===== config.mk =====
export PLATFORM = sky130hd
export DESIGN_NAME = irq_gather
export DESIGN_NICKNAME = d
export VERILOG_FILES = /design/src/rtl/irq_pkg.sv /design/src/rtl/irq_group.sv /design/src/rtl/irq_regport.sv /design/src/rtl/irq_gather.sv
export SDC_FILE = /design/constraint.sdc
export NUM_CORES = 1
export LEC_CHECK = 0
export BUFFER_PORTS_ARGS = -buffer_cell sky130_fd_sc_hd__buf_2
export CAP_MARGIN = 20
export CELL_PAD_IN_SITES_DETAIL_PLACEMENT = 0
export CELL_PAD_IN_SITES_GLOBAL_PLACEMENT = 1
export CORE_MARGIN = 4
export CORE_UTILIZATION = 38
export DETAILED_ROUTE_END_ITERATION = 8
export PLACE_DENSITY_LB_ADDON = 0.2
export SLEW_MARGIN = 20
export SYNTH_ARGS = -nofsm -noshare
export SYNTH_HDL_FRONTEND = slang
export SYNTH_SLANG_ARGS = --single-unit

===== constraint.sdc =====
create_clock -name clk -period 1.6 [get_ports clk]
set_clock_uncertainty 0.15 [all_clocks]
set_input_delay 0.08 -clock clk [delete_from_list [all_inputs] [get_ports clk]]
set_output_delay 0.08 -clock clk [all_outputs]
set_load 0.005 [all_outputs]

===== src/rtl/irq_pkg.sv =====
package irq_pkg;
    localparam int GRP_W   = 8;
    localparam int NUM_GRP = 3;
    localparam int ADDR_W  = 8;
    localparam int EN_BASE = 0;
    localparam int ST_BASE = 4;
endpackage


===== src/rtl/irq_group.sv =====
module irq_group #(
    parameter int W = irq_pkg::GRP_W
) (
    input  logic         clk,
    input  logic         rst_n,
    input  logic [W-1:0] evt,
    input  logic         en_we,
    input  logic         st_we,
    input  logic [W-1:0] wdata,
    output logic [W-1:0] status,
    output logic [W-1:0] status_nxt,
    output logic [W-1:0] enable
);
    typedef struct packed {
        logic [W-1:0] status;
        logic [W-1:0] enable;
    } grp_t;

    grp_t         grp_d, grp_q;
    logic [W-1:0] clr_mask;
    logic [W-1:0] set_mask;

    always_comb begin
        grp_d    = grp_q;
        clr_mask = st_we ? wdata : '0;
        set_mask = evt & grp_q.enable;
        // The set term is applied last, so a new event beats a clear.
        grp_d.status = (grp_q.status & ~clr_mask) | set_mask;
        if (en_we) begin
            grp_d.enable = wdata;
        end
    end

    always_ff @(posedge clk or negedge rst_n) begin
        if (!rst_n) begin
            grp_q <= '0;
        end else begin
            grp_q <= grp_d;
        end
    end

    assign status     = grp_q.status;
    assign enable     = grp_q.enable;
    assign status_nxt = grp_d.status;

    assert_gate_R3: assert property (@(posedge clk) disable iff (!rst_n)
        1'b1 |=> ((status & ~$past(status) & ~$past(enable)) == '0));

    assert_set_wins_R6: assert property (@(posedge clk) disable iff (!rst_n)
        ((evt & enable) != '0) |=> ((status & $past(evt & enable)) == $past(evt & enable)));

    assert_w0_keeps_R5: assert property (@(posedge clk) disable iff (!rst_n)
        st_we |=> (($past(status) & ~$past(wdata) & ~status) == '0));

    assert_only_w1c_drops_R7: assert property (@(posedge clk) disable iff (!rst_n)
        !st_we |=> (($past(status) & ~status) == '0));
endmodule


===== src/rtl/irq_regport.sv =====
module irq_regport #(
    parameter int W       = irq_pkg::GRP_W,
    parameter int N       = irq_pkg::NUM_GRP,
    parameter int AW      = irq_pkg::ADDR_W,
    parameter int EN_BASE = irq_pkg::EN_BASE,
    parameter int ST_BASE = irq_pkg::ST_BASE
) (
    input  logic                clk,
    input  logic                rst_n,
    input  logic [AW-1:0]       addr,
    input  logic                wr_en,
    input  logic [N-1:0][W-1:0] status,
    input  logic [N-1:0][W-1:0] enable,
    output logic [N-1:0]        en_we,
    output logic [N-1:0]        st_we,
    output logic [W-1:0]        rd_data
);
    logic [N-1:0] en_hit;
    logic [N-1:0] st_hit;

    always_comb begin
        rd_data = '0;
        for (int g = 0; g < N; g++) begin
            en_hit[g] = (int'(addr) == EN_BASE + g);
            st_hit[g] = (int'(addr) == ST_BASE + g);
            if (en_hit[g]) rd_data = enable[g];
            if (st_hit[g]) rd_data = status[g];
        end
        en_we = en_hit & {N{wr_en}};
        st_we = st_hit & {N{wr_en}};
    end

    assert_one_target_R2: assert property (@(posedge clk) disable iff (!rst_n)
        $onehot0({en_we, st_we}));
endmodule


===== src/rtl/irq_gather.sv =====
module irq_gather #(
    parameter int GRP_W   = irq_pkg::GRP_W,
    parameter int NUM_GRP = irq_pkg::NUM_GRP,
    parameter int ADDR_W  = irq_pkg::ADDR_W,
    parameter int EN_BASE = irq_pkg::EN_BASE,
    parameter int ST_BASE = irq_pkg::ST_BASE,
    localparam int SRC_N  = GRP_W * NUM_GRP
) (
    input  logic              clk,
    input  logic              rst_n,
    input  logic [SRC_N-1:0]  evt_i,
    input  logic              wr_en,
    input  logic [ADDR_W-1:0] addr,
    input  logic [GRP_W-1:0]  wr_data,
    output logic [GRP_W-1:0]  rd_data,
    output logic              irq_n
);
    typedef struct packed {
        logic irq_n;
    } out_t;

    logic [NUM_GRP-1:0][GRP_W-1:0] status, status_nxt, enable;
    logic [NUM_GRP-1:0]            en_we, st_we;
    out_t                          out_d, out_q;

    irq_regport #(
        .W(GRP_W), .N(NUM_GRP), .AW(ADDR_W), .EN_BASE(EN_BASE), .ST_BASE(ST_BASE)
    ) u_port (
        .clk(clk), .rst_n(rst_n), .addr(addr), .wr_en(wr_en),
        .status(status), .enable(enable),
        .en_we(en_we), .st_we(st_we), .rd_data(rd_data)
    );

    for (genvar g = 0; g < NUM_GRP; g++) begin : g_grp
        irq_group #(.W(GRP_W)) u_grp (
            .clk(clk), .rst_n(rst_n),
            .evt(evt_i[g*GRP_W +: GRP_W]),
            .en_we(en_we[g]), .st_we(st_we[g]), .wdata(wr_data),
            .status(status[g]), .status_nxt(status_nxt[g]), .enable(enable[g])
        );
    end

    always_comb begin
        out_d       = out_q;
        out_d.irq_n = ~|status_nxt;
    end

    always_ff @(posedge clk or negedge rst_n) begin
        if (!rst_n) begin
            out_q <= '{irq_n: 1'b1};
        end else begin
            out_q <= out_d;
        end
    end

    assign irq_n = out_q.irq_n;

    assert_irq_nor_R4: assert property (@(posedge clk) disable iff (!rst_n)
        irq_n == ~|status);
endmodule


Word-level counts from Yosys, hierarchy flattened
Index checks and enable logic that the tools add are counted.

Equal/unequal tests: 5. Bitwise operators: 14. Multiplexer cells: 9. Reduce and logical (&&, ||, !) cells: 3.

Operators by type and width (count): 8-bit two-way mux (9); 8-bit bitwise AND (6); 8-bit by 4-bit == test with 1-bit output (second input constant) (3); 8-bit NOT (3); 8-bit OR (3); 24-bit OR reduction (1); 8-bit by 2-bit == test with 1-bit output (second input constant) (1); 8-bit by 3-bit == test with 1-bit output (second input constant) (1); 8-bit logical NOT (1); 3-bit bitwise AND (2); 1-bit logical NOT (1).

Input port bits: 43. Output and inout bits: 9. Register bits after elaboration: 49. Word-level logic and storage cells: 38.

Depth between registers and ports, before layout
Gate-level depths: netlist of the first run.

Depth after elaboration: 8. Depth in mapped cells: 7. Depth with buffers taken out: 5.

Cells and area by module
From an unflattened synthesis of the first run, not the netlist that was laid out.

Cell total of the unflattened synthesis: 187. Area total of the unflattened synthesis: 2481.1 µm².

Modules (own cells, without submodules): irq_group (sequential area each 400.4 µm², cells an instance 42, area an instance 636.9 µm², times used 3); irq_regport (sequential area each 0.0 µm², cells an instance 51, area an instance 486.7 µm², times used 1); irq_gather (sequential area each 26.3 µm², cells an instance 10, area an instance 83.8 µm², times used 1).

Worst setup path before layout of the first run
Ideal clock, no wire load.

Path type: reg-to-reg. Start: register g_grp[1].u_grp.grp_q, in the netlist g_grp[1].u_grp.enable[4]. End: register out_q, in the netlist irq_n. Setup time: 0.090 ns. Path slack: -0.003 ns. Data required time: 1.360 ns. Buffers on the path: 0. Cell stages (with the launch flop): 6. Arrival: 1.363 ns. Period minus slack after synthesis: 1.603 ns. Cells stage by stage: dfrtp_1 > and2_1 > a2111o_1 > nor4_1 > nand4_1 > nor4_2.

Cells in the longest elaborated chain, start to end: 4.

RTL lines: start, declared (RTL line irq_group.sv:19) `grp_t grp_d, grp_q;`; start signal, assigned (RTL line irq_group.sv:38) `grp_q <= grp_d;`; 8-bit bitwise AND (RTL line irq_group.sv:26) `set_mask = evt & grp_q.enable;`; 8-bit OR (RTL line irq_group.sv:28) `grp_d.status = (grp_q.status & ~clr_mask) | set_mask;`; 24-bit OR reduction (RTL line irq_gather.sv:45) `out_d.irq_n = ~|status_nxt;`; 1-bit logical NOT (RTL line irq_gather.sv:45); via out_d (RTL line irq_gather.sv:24) `out_t out_d, out_q;`; end signal, assigned (RTL line irq_gather.sv:50) `out_q <= '{irq_n: 1'b1};`; end signal, assigned (RTL line irq_gather.sv:52) `out_q <= out_d;`; end, declared (RTL line irq_gather.sv:24).

The timed path passes the listed nets, and every way through them passes these cells. A chain may end at the register's enable or synchronous reset.

Worst setup path after layout of the first run
Start: register g_grp[0].u_grp.grp_q, in the netlist g_grp[0].u_grp.status[4]. End: output port rd_data[4].

Cells in the longest elaborated chain, start to end: 5.

RTL lines: start, declared (RTL line irq_group.sv:19); start signal, assigned (RTL line irq_group.sv:38); 8-bit two-way mux (RTL line irq_regport.sv:27) `if (st_hit[g]) rd_data = status[g];`; 8-bit two-way mux (RTL line irq_regport.sv:26) `if (en_hit[g]) rd_data = enable[g];`; 8-bit two-way mux (RTL line irq_regport.sv:27); 8-bit two-way mux (RTL line irq_regport.sv:26); 8-bit two-way mux (RTL line irq_regport.sv:27); end, declared (RTL line irq_gather.sv:15) `output logic [GRP_W-1:0] rd_data,`.

Every way passes these cells.

==> results of run 1 <==
## layout make-up
class	instances	area, um^2	area share (%)
Multi-Input combinational cell	200	1480	35.0
Timing Repair Buffer	172	1290	30.6
Sequential cell	49	1230	29.0
Tap cell	96	120	2.84
Clock buffer	5	68.8	1.63
Clock inverter	3	22.5	0.533
Inverter	4	15.0	0.355
## timing repair
action,in CTS,in global routing
endpoints found under the setup margin,9,15
hold buffers,32,0
setup buffers,13,3
hold endpoints to repair,92,0
resized for setup,23,12
pin swaps,16,1
## path summary, 6_finish.rpt
kind | to | from
worst max-delay path | rd_data[4] | g_grp[0].u_grp.status[4]$_DFF_PN0_
worst max register to register | irq_n$_DFF_PN1_ | g_grp[0].u_grp.status[4]$_DFF_PN0_
worst min register to register | g_grp[2].u_grp.enable[4]$_DFFE_PN0P_ | g_grp[2].u_grp.enable[4]$_DFFE_PN0P_
max in group asynchronous | irq_n$_DFF_PN1_ | rst_n
worst min-delay path | g_grp[2].u_grp.status[1]$_DFF_PN0_ | evt_i[17]
min in group asynchronous | g_grp[2].u_grp.status[6]$_DFF_PN0_ | rst_n
## cells in the mapped netlist, types with 2 or more instances
| library cell | instances | share of area, % |
|---|---|---|
| mux2_1 | 8 | 3.3 |
| nor2b_1 | 2 | 0.46 |
| inv_1 | 4 | 0.56 |
| a21oi_1 | 6 | 1.1 |
| nand4_1 | 3 | 0.70 |
| mux2_2 | 16 | 6.7 |
| a221oi_1 | 8 | 2.6 |
| a2111oi_0 | 4 | 1.3 |
| dfrtp_1 | 48 | 44 |
| nor3_4 | 2 | 1.2 |
| a211o_1 | 5 | 1.6 |
| nand2_1 | 45 | 6.3 |
| nand2b_1 | 2 | 0.46 |
| and2_1 | 12 | 2.8 |
| nor4_1 | 3 | 0.70 |
| a21bo_2 | 2 | 0.74 |
| a21boi_0 | 5 | 1.4 |
| a22oi_1 | 9 | 2.5 |
| nand3_1 | 3 | 0.56 |
| buf_4 | 2 | 0.56 |
| mux2i_1 | 8 | 3.0 |
| buf_2 | 4 | 0.74 |
| o22ai_1 | 8 | 1.9 |
| o21ai_0 | 17 | 3.2 |
| clkbuf_1 | 3 | 0.42 |
| nor2_1 | 12 | 1.7 |
## flip-flops by register name, summed over array words and instances, names as in the netlist
signal / count
g_grp.u_grp.status: 24
g_grp.u_grp.enable: 24
irq_n: 1
## cells by family (layout without fill, tap and decap cells)
family	count (synthesis)	after routing	synth area share (%)
AO/OA/AOI/OAI	73	73	19.1
multiplexers	32	32	13.0
flip-flops	49	49	45.5
AND/OR/NAND/NOR	95	95	19.1
buffers and inverters	16	184	3.38
## through the flow
stage / utilization, % / cell area [um^2] / power, mW / hold WS [ps]
after CTS: 61.1 / 4170 / 2.78 / -12.4
final: 61.9 / 4230 / 2.78 / -6.47
after global routing: 61.9 / 4230 / 2.91 / 1.06
after global placement: 52.5 / 3580 / 1.87 / -59.5
after detailed placement: 52.5 / 3580 / 1.89 / -56.8
after floorplan: - / 2700 / 1.59 / -366
## power by group
group | total (mW) | switching, mW | internal, mW
registers | 1.37 | 0.0575 | 1.31
logic | 0.640 | 0.281 | 0.358
clock network | 0.770 | 0.459 | 0.311
## critical path: cells and delay by family (launching register included)
| kind | cells | cell delay, ps |
|---|---|---|
| buf+inv | 2 | 270 |
| flops | 1 | 400 |
| mux | 1 | 150 |
| compound gates | 2 | 350 |
| simple gates | 1 | 70 |
## metal layers
layer	track usage, %	vias to the layer above
met1	31.5	1382
met5	0	-
met3	4.22	19
met2	38.3	88
met4	7.18	0
li1	-	1326
==> results.sh, run 1 <==
export IMPL_dp_cells=473
export IMPL_wl_met2_um=4580
export IMPL_cts_sinks=49
export IMPL_synth_seq_area_share_pct=45.5
export IMPL_nNetsFinal=475
export IMPL_maxCapViolations=0
export IMPL_routedWlPerCell_um=17.9
export IMPL_met3WireLength_um=482
export IMPL_yosysUniqueCellTypes=50
export IMPL_numCtsBuffers=5
export IMPL_drt_initial_drc_count=187
export IMPL_grt_pass1_vias=2953
export IMPL_clk_latency_ps=310
export IMPL_die_h_um=92.3
export IMPL_report_final_hold_viol_count=1
export IMPL_final_cell_mix="buf_4 (84), buf_2 (51), dfrtp_1 (48)"
export IMPL_pin_count=52
export IMPL_cpMaxStageDelayCell="dfrtp_1"
export IMPL_finalNonFillerCells=529
export IMPL_avgSynthCellArea_um2=10.2
export IMPL_dp_final_hpwl_um=6770
export IMPL_die_width_um=92.3
export IMPL_grt_usage_pct=23.4
export IMPL_power_density_mw_per_mm2=658
export IMPL_timing_fmax_ghz=0.564
export IMPL_hold_depth=3
export IMPL_synth_edf_count=0
export IMPL_syn_instance_count=265
export IMPL_die_area_mm2=0.00852
export IMPL_critPathMaxFanout=3
export IMPL_fin_ws_ps=-173
export IMPL_worstPathRequired_ps=1370
export IMPL_cp_end_kind="output pin"
export IMPL_top_layer="met4"
export IMPL_dp_slack_ps=-444
export IMPL_diodes=0
export IMPL_numPortBuffers=51
export IMPL_async_flop_share_pct=100
export IMPL_drc_errors=0
export IMPL_syn_area_mm2=0.00270
export IMPL_ys_warn_count=0
export IMPL_rsz0062_at_grt="true"
export IMPL_gp_congestion=0.856
export IMPL_ys_ff_latch=49
export IMPL_grt_max_degree=50
export IMPL_start_kind="flip-flop"
export IMPL_r2r_slack_ps=-160
export IMPL_crit_type="reg2out"
export IMPL_relSlewSlack_pct=70.2
export IMPL_synth_ff_type="dfrtp_1"
export IMPL_via_per_inst=5.32
export IMPL_final_setup_viol_count=7
export IMPL_initial_core_util_pct=39.5
export IMPL_core_area_mm2=0.00683
export IMPL_ctsRootBufferMaster="clkbuf_8"
export IMPL_violations="negative hold slack, negative setup slack"
export IMPL_ant_nets=0
export IMPL_via_count=2815
export IMPL_hold_slack_ps=-6.47
export IMPL_antenna_found_initial=0
export IMPL_syn_nets=308
export IMPL_wirelength_um=9490
export IMPL_drtPass1Iterations=5
export IMPL_arrival_ps=1540
export IMPL_slowest_delay_ps=400
export IMPL_area_growth_pct=56.6
export IMPL_cts_tree="yes"
export IMPL_clk_pin_slew_ps=90
export IMPL_cts_max_level=2
export IMPL_clk_path_buf_depth=2
export IMPL_outcome="finished, violations left"
export IMPL_layout_cells_most_common="buf_4"
export IMPL_met1_length_um=4220
export IMPL_grt_pass1_wl_um=15500
export IMPL_reg2regPathDepth=7
export IMPL_worst_pin_slew_ps=436
export IMPL_period_needed_ps=1770
export IMPL_grt_overflow=0
export IMPL_period_share_pct=111
export IMPL_nFillCells=651
export IMPL_timing_setup_tns_ps=-805
export IMPL_drive_above_1_share_pct=45.0
export IMPL_num_rows=30
export IMPL_hold_path_class="in2reg"
export IMPL_crit_chain="buf_4 -> mux2i_1 -> o21ai_1 -> a221oi_2 -> nor2_1 -> buf_2"
export IMPL_ir_drop_mv=0.442
export IMPL_slew_violations=0
export IMPL_leakage_nw=2.12
(Power assumes the default switching activity.)
==> run 2, diff against run 1 <==
==> constraint.sdc (replaced) <==
create_clock -name clk -period 1.6 [get_ports clk]
set_clock_uncertainty 0.15 [all_clocks]
set_input_delay 0.24 -clock clk [delete_from_list [all_inputs] [get_ports clk]]
set_output_delay 0.24 -clock clk [all_outputs]
set_load 0.005 [all_outputs]
==> run 2 against run 1 <==
  * The flow finishes with violations (negative setup slack)
  * Sequential share of layout area rose by 0.41 points
  * Design area fell by 1.4%
  * Cell count shrank 4.3%
  * Sequential power is essentially flat
  * Wire length down 4.6%
  * Critical endpoint is now rd_data[1]
  * Largest power group unchanged
==> results.sh, run 2 (synthesis gave the netlist of run 1 again) <==
export IMPL_die_h_um=92.3
export IMPL_via_per_inst=5.26
export IMPL_drt_initial_drc_count=173
export IMPL_ir_drop_mv=0.348
export IMPL_period_needed_ps=1960
export IMPL_slew_violations=0
export IMPL_cpMaxStageDelayCell="dfrtp_1"
export IMPL_r2r_slack_ps=-180
export IMPL_numPortBuffers=51
export IMPL_reg2reg_to="irq_n$_DFF_PN1_"
export IMPL_slowest_delay_ps=420
export IMPL_ctsRootBufferMaster="clkbuf_8"
export IMPL_area_growth_pct=54.4
export IMPL_rsz0062_at_grt="true"
export IMPL_hold_depth=3
export IMPL_grt_usage_pct=21.6
export IMPL_worst_path_buf_inv=2
export IMPL_crit_type="reg2out"
export IMPL_start_kind="flip-flop"
export IMPL_core_area_mm2=0.00683
export IMPL_cp_end_kind="output pin"
export IMPL_cts_sinks=49
export IMPL_multi_input_area_mm2=0.00161
export IMPL_regToRegStartpoint="g_grp[0].u_grp.status[1]$_DFF_PN0_"
export IMPL_violations="negative setup slack"
export IMPL_critPathTopFamily="flip-flops"
export IMPL_cts_max_level=2
export IMPL_final_cell_mix="buf_4 (78), dfrtp_1 (48), buf_2 (48)"
export IMPL_reg2regPathDepth=5
export IMPL_antenna_found_initial=0
export IMPL_min_from="evt_i[7]"
export IMPL_crit_chain="buf_6 -> mux2i_2 -> o21ai_1 -> a221oi_2 -> nor2_1 -> buf_2"
export IMPL_num_rows=30
export IMPL_wirelength_um=9050
export IMPL_diodes=0
export IMPL_hold_path_class="in2reg"
export IMPL_initial_core_util_pct=39.5
export IMPL_clk_latency_ps=300
export IMPL_nFillCells=588
export IMPL_period_share_pct=123
export IMPL_via_count=2661
export IMPL_min_to="g_grp[0].u_grp.status[7]$_DFF_PN0_"
export IMPL_clk_path_buf_depth=2
export IMPL_die_area_mm2=0.00852
export IMPL_arrival_ps=1570
export IMPL_layout_cells_most_common="buf_4"
export IMPL_numCtsBuffers=5
export IMPL_dp_final_hpwl_um=6580
export IMPL_relSlewSlack_pct=70.3
export IMPL_cts_tree="yes"
export IMPL_leakage_nw=2.05
export IMPL_drtPass1Iterations=4
export IMPL_report_final_hold_viol_count=0
export IMPL_clk_pin_slew_ps=90
export IMPL_regArea_mm2=0.00123
export IMPL_grt_pass1_vias=2843
export IMPL_grt_pass1_wl_um=14400
export IMPL_grt_overflow=0
export IMPL_routedWlPerCell_um=17.9
export IMPL_final_setup_viol_count=17
export IMPL_pin_count=52
export IMPL_hold_slack_ps=5.52
export IMPL_timing_fmax_ghz=0.510
export IMPL_worstPathRequired_ps=1210
export IMPL_drc_errors=0
export IMPL_outcome="finished, violations left"
export IMPL_power_density_mw_per_mm2=658
export IMPL_ant_nets=0
export IMPL_fin_ws_ps=-361
export IMPL_gp_congestion=0.842
export IMPL_maxCapViolations=0
export IMPL_grt_max_degree=50
export IMPL_worst_pin_slew_ps=443
export IMPL_drive_above_1_share_pct=52.4
export IMPL_critPathMaxFanout=3
export IMPL_die_width_um=92.3
export IMPL_finalPower_mw=2.74
export IMPL_nNetsFinal=452
[run 2: worst min-delay path: cells and delay by family]
| kind | cells | cell delay, ps |
|---|---|---|
| buffers and inverters | 1 | 70 |
| AND/OR/NAND/NOR | 2 | 120 |
[run 2: report_power, final]
part	switching [mW]	internal [mW]
logic	0.279	0.344
registers	0.0642	1.31
clock network	0.438	0.305
[run 2: layout make-up]
class,count,share of cell area [%]
inverters,4,0.360
repair buffers,149,26.7
clock buffers,6,1.74
well taps,96,2.88
multi-input cells,200,38.6
clock inverters,2,0.240
flip-flops and latches,49,29.4
[run 2: per-layer routing]
layer | GRT usage, % | part of all wire [%] | vias up | wire (um)
met5 | 0 | 0 | - | 0
met3 | 4.31 | 5.4 | 21 | 493
met2 | 34.4 | 46 | 87 | 4180
li1 | - | - | 1274 | -
met4 | 7.05 | 2.7 | 0 | 244
met1 | 29.4 | 46 | 1279 | 4130
[run 2: how the worst max path moves through the flow]
stage / start / to / slack (ps) / cells after the start
3_5_place_dp: wr_en / irq_n$_DFF_PN1_ / -420 / 7
3_3_place_gp: wr_en / irq_n$_DFF_PN1_ / -400 / 7
5_1_grt: g_grp[0].u_grp.status[1]$_DFF_PN0_ / rd_data[1] / -440 / 6
6_report: g_grp[0].u_grp.status[1]$_DFF_PN0_ / rd_data[1] / -360 / 6
4_1_cts: g_grp[0].u_grp.status[1]$_DFF_PN0_ / rd_data[1] / -340 / 6
2_1_floorplan: addr[6] / g_grp[0].u_grp.enable[0]$_DFFE_PN0P_ / -100 / 6
[run 2: repair_timing]
action,CTS,global route
buffers inserted,16,3
cloned,1,0
hold buffers,3,0
hold endpoints to repair,50,0
pin swaps,31,17
resized for setup,49,19
setup endpoints to repair,9,23
[run 2: stage by stage]
step	worst slack, ps	setup TNS, ps	util (%)	cells	area (um^2)
after floorplan	-104	-910	-	265	2770
after global placement	-401	-9370	53.3	477	3640
after detailed placement	-418	-10450	53.3	477	3640
after CTS	-344	-2230	59.7	504	4080
after global routing	-436	-3540	61.0	506	4170
final	-361	-2370	61.0	506	4170
==> run 3, diff against run 2 <==
--- a/config.mk
+++ b/config.mk
@@ -5,13 +5,15 @@
 export SDC_FILE = /design/constraint.sdc
 export NUM_CORES = 1
 export LEC_CHECK = 0
+export ABC_AREA = 1
 export BUFFER_PORTS_ARGS = -buffer_cell sky130_fd_sc_hd__buf_2
 export CAP_MARGIN = 20
 export CELL_PAD_IN_SITES_DETAIL_PLACEMENT = 0
 export CELL_PAD_IN_SITES_GLOBAL_PLACEMENT = 1
 export CORE_MARGIN = 4
-export CORE_UTILIZATION = 38
+export CORE_UTILIZATION = 36
 export DETAILED_ROUTE_END_ITERATION = 8
+export MAX_ROUTING_LAYER = met4
 export PLACE_DENSITY_LB_ADDON = 0.2
 export SLEW_MARGIN = 20
 export SYNTH_ARGS = -nofsm -noshare
==> run 3 against run 2 <==
  * The run still ends with negative setup slack left
  * Wire length decreased by 19%
  * Critical path depth is 2 higher
  * Maximum frequency increased by 11%
  * Cell count decreased by 2.4%
  * Hold slack better by 6.2 ps
  * Sequential power up 20%
  * Register-to-register slack gained 540 ps
  * Design area shrank 16%
  * Largest power group unchanged
==> results.sh, run 3 <==
export IMPL_nNetsFinal=440
export IMPL_timing_setup_tns_ps=-1070
export IMPL_power_frac_clock_pct=27.9
export IMPL_ir_drop_mv=0.432
export IMPL_regToRegStartpoint="g_grp[0].u_grp.enable[3]$_DFFE_PN0P_"
export IMPL_ctsRootBufferMaster="clkbuf_8"
export IMPL_cpMaxStageDelayCell="or2_4"
export IMPL_grt_pass1_wl_um=11700
export IMPL_drc_errors=0
export IMPL_crit_type="in2out"
export IMPL_grt_overflow=0
export IMPL_antenna_found_initial=0
export IMPL_hold_path_class="in2reg"
export IMPL_die_area_mm2=0.00837
export IMPL_grt_pass1_vias=2403
export IMPL_ant_nets=0
export IMPL_initial_core_util_pct=36.9
export IMPL_die_h_um=91.5
export IMPL_rsz0062_at_grt="true"
export IMPL_arrival_ps=1370
export IMPL_period_share_pct=110
export IMPL_synth_mux_area_share_pct=0
export IMPL_internal_power_mw=2.33
export IMPL_dp_final_hpwl_um=5070
export IMPL_ys_top_cells_by_count="nand2_1 (129), dfrtp_1 (48), nand3_1 (22)"
export IMPL_synth_seq_area_share_pct=48.9
export IMPL_avgSynthCellArea_um2=8.01
export IMPL_grt_usage_pct=18.3
export IMPL_grt_max_degree=50
export IMPL_violations="negative setup slack"
export IMPL_switching_share_pct=29.6
export IMPL_p_seq_share_pct=50.0
export IMPL_clk_path_buf_depth=2
export IMPL_synth_compound_area_share_pct=10.6
export IMPL_cts_tree="yes"
export IMPL_synth_top_area_cell="dfrtp_1"
export IMPL_via_per_inst=4.77
export IMPL_ys_warn_count=0
export IMPL_fin_ws_ps=-159
export IMPL_worstPathRequired_ps=1210
export IMPL_min_from="evt_i[8]"
export IMPL_period_needed_ps=1760
export IMPL_switchingPower_uw=978
export IMPL_leakage_nw=1.69
export IMPL_dp_slack_ps=-256
export IMPL_pin_count=52
export IMPL_final_cell_mix="nand2_1 (111), dfrtp_1 (48), buf_2 (45)"
export IMPL_yosys_area_top_type_share_pct=47.9
export IMPL_drive_above_1_share_pct=38.2
export IMPL_numCtsBuffers=5
export IMPL_crit_chain="buf_6 -> or2_4 -> nor4_4 -> buf_4 -> clkbuf_16 -> nand2_2 -> nand4_1 -> buf_2"
export IMPL_yosysMostFrequentCell="nand2_1"
export IMPL_synthSimpleGateAreaFrac_pct=34.6
export IMPL_relSlewSlack_pct=80.1
export IMPL_p_comb_share_pct=22.1
export IMPL_multi_input_area_mm2=0.00125
export IMPL_syn_instance_count=313
export IMPL_syn_nets=356
export IMPL_ys_ff_latch=49
export IMPL_num_rows=30
export IMPL_syn_area_mm2=0.00251
export IMPL_power_density_mw_per_mm2=949
export IMPL_area_growth_pct=39.0
export IMPL_layout_cells_most_common="nand2_1"
export IMPL_slew_violations=0
export IMPL_via_count=2356
export IMPL_synth_top_family_by_area="simple AND/OR/NAND/NOR gates"
export IMPL_critPathLaunch="addr[2]"
export IMPL_outcome="finished, violations left"
export IMPL_synthXorXnorAreaFrac_pct=0
export IMPL_timing_fmax_ghz=0.568
export IMPL_cts_max_level=2
export IMPL_gp_congestion=0.782
export IMPL_diodes=0
export IMPL_maxCapViolations=0
export IMPL_nFillCells=653
export IMPL_cp_end_kind="output pin"
export IMPL_yosysUniqueCellTypes=24
export IMPL_die_width_um=91.5
export IMPL_routedWlPerCell_um=14.7
export IMPL_synth_adder_area_share_pct=0
export IMPL_synth_edf_count=0
export IMPL_report_final_hold_viol_count=0
export IMPL_core_area_mm2=0.00679
export IMPL_synth_ff_type="dfrtp_1"
export IMPL_async_flop_share_pct=100
export IMPL_numPortBuffers=51
export IMPL_critPathMaxFanout=4
export IMPL_netlist_top_cells_area="dfrtp_1 (48%), nand2_1 (19%), nand3_1 (4.4%)"
export IMPL_worst_pin_slew_ps=298
export IMPL_hold_slack_ps=11.7
export IMPL_wirelength_um=7280
export IMPL_start_kind="input pin"
export IMPL_clk_latency_ps=300
export IMPL_regArea_mm2=0.00123
export IMPL_drt_initial_drc_count=124
export IMPL_cts_sinks=49
export IMPL_slowest_delay_ps=270
export IMPL_drtPass1Iterations=4
export IMPL_clk_pin_slew_ps=90
export IMPL_final_setup_viol_count=9
run 3: cell types whose count changed after synthesis, sizes merged, moves of 8 or more:
cell,delta
nand2,+91
mux2,-24
nand3,+21
inv,+17
and2,-12
nor2,+11
a221oi,-8
mux2i,-8
o22ai,-8
run 3: stage by stage:
step | std cells | area [um^2] | utilization [%] | power (mW)
3_3_place_gp | 475 | 3080 | 45.4 | 2.33
2_1_floorplan | 313 | 2510 | - | 2.01
4_1_cts | 490 | 3320 | 48.9 | 3.28
6_report | 494 | 3490 | 51.3 | 3.31
3_5_place_dp | 475 | 3080 | 45.4 | 2.34
5_1_grt | 494 | 3490 | 51.3 | 3.53
run 3: power by group through the flow:
stage / clock (mW) / sequential [mW] / combinational, mW
floorplan: 0 / 1.63 / 0.385
global route: 1.01 / 1.69 / 0.832
finish: 0.924 / 1.65 / 0.731
CTS: 0.940 / 1.64 / 0.693
global placement: 0 / 1.66 / 0.667
detailed placement: 0 / 1.66 / 0.675
run 3: kinds of logic (layout without fill, tap and decap cells):
family,after synthesis,after routing
and+or+nand+nor,193,193
DFF,49,49
buffers and inverters,30,115
AOI/OAI and AO/OA,41,41
run 3: worst max-delay path: cells and delay by family:
family | cells | cell delay [ps]
AND/OR/NAND/NOR | 4 | 620
buffers and inverters | 4 | 510
run 3: repair_timing:
item | 4_1_cts | 5_1_grt
endpoints found under the hold margin | 48 | 0
pin swaps | 8 | 23
setup endpoints to repair | 8 | 17
gates cloned | 1 | 2
resized for setup | 13 | 39
hold buffers | 1 | 0
setup buffers | 5 | 3
run 3: metal layers:
metal	global-route usage (%)	share of wire, %	vias up
li1	-	-	1186
met1	24.3	46	1105
met2	29.1	48	56
met3	3.15	4.3	9
met4	4.52	1.2	0
met5	-	0	-
run 3: final timing paths:
kind / to / slack, ps / depth (start not counted)
min in group asynchronous: g_grp[1].u_grp.enable[5]$_DFFE_PN0P_ / 290 / 3
min: g_grp[1].u_grp.status[0]$_DFF_PN0_ / 10 / 3
min reg2reg: g_grp[1].u_grp.status[5]$_DFF_PN0_ / 360 / 2
max reg2reg: irq_n$_DFF_PN1_ / 360 / 5
max in group asynchronous: irq_n$_DFF_PN1_ / 720 / 3
max: rd_data[0] / -160 / 8
run 3: final cells by class:
type                       instances  area share [%]
sequential                        49            35.2
tap                               96            3.44
timing repair inverter             1           0.144
inverter                          21            2.55
multi-input combinational        234            36.0
clock buffer                       7            2.48
clock inverter                     1           0.861
timing repair buffer              85            19.4
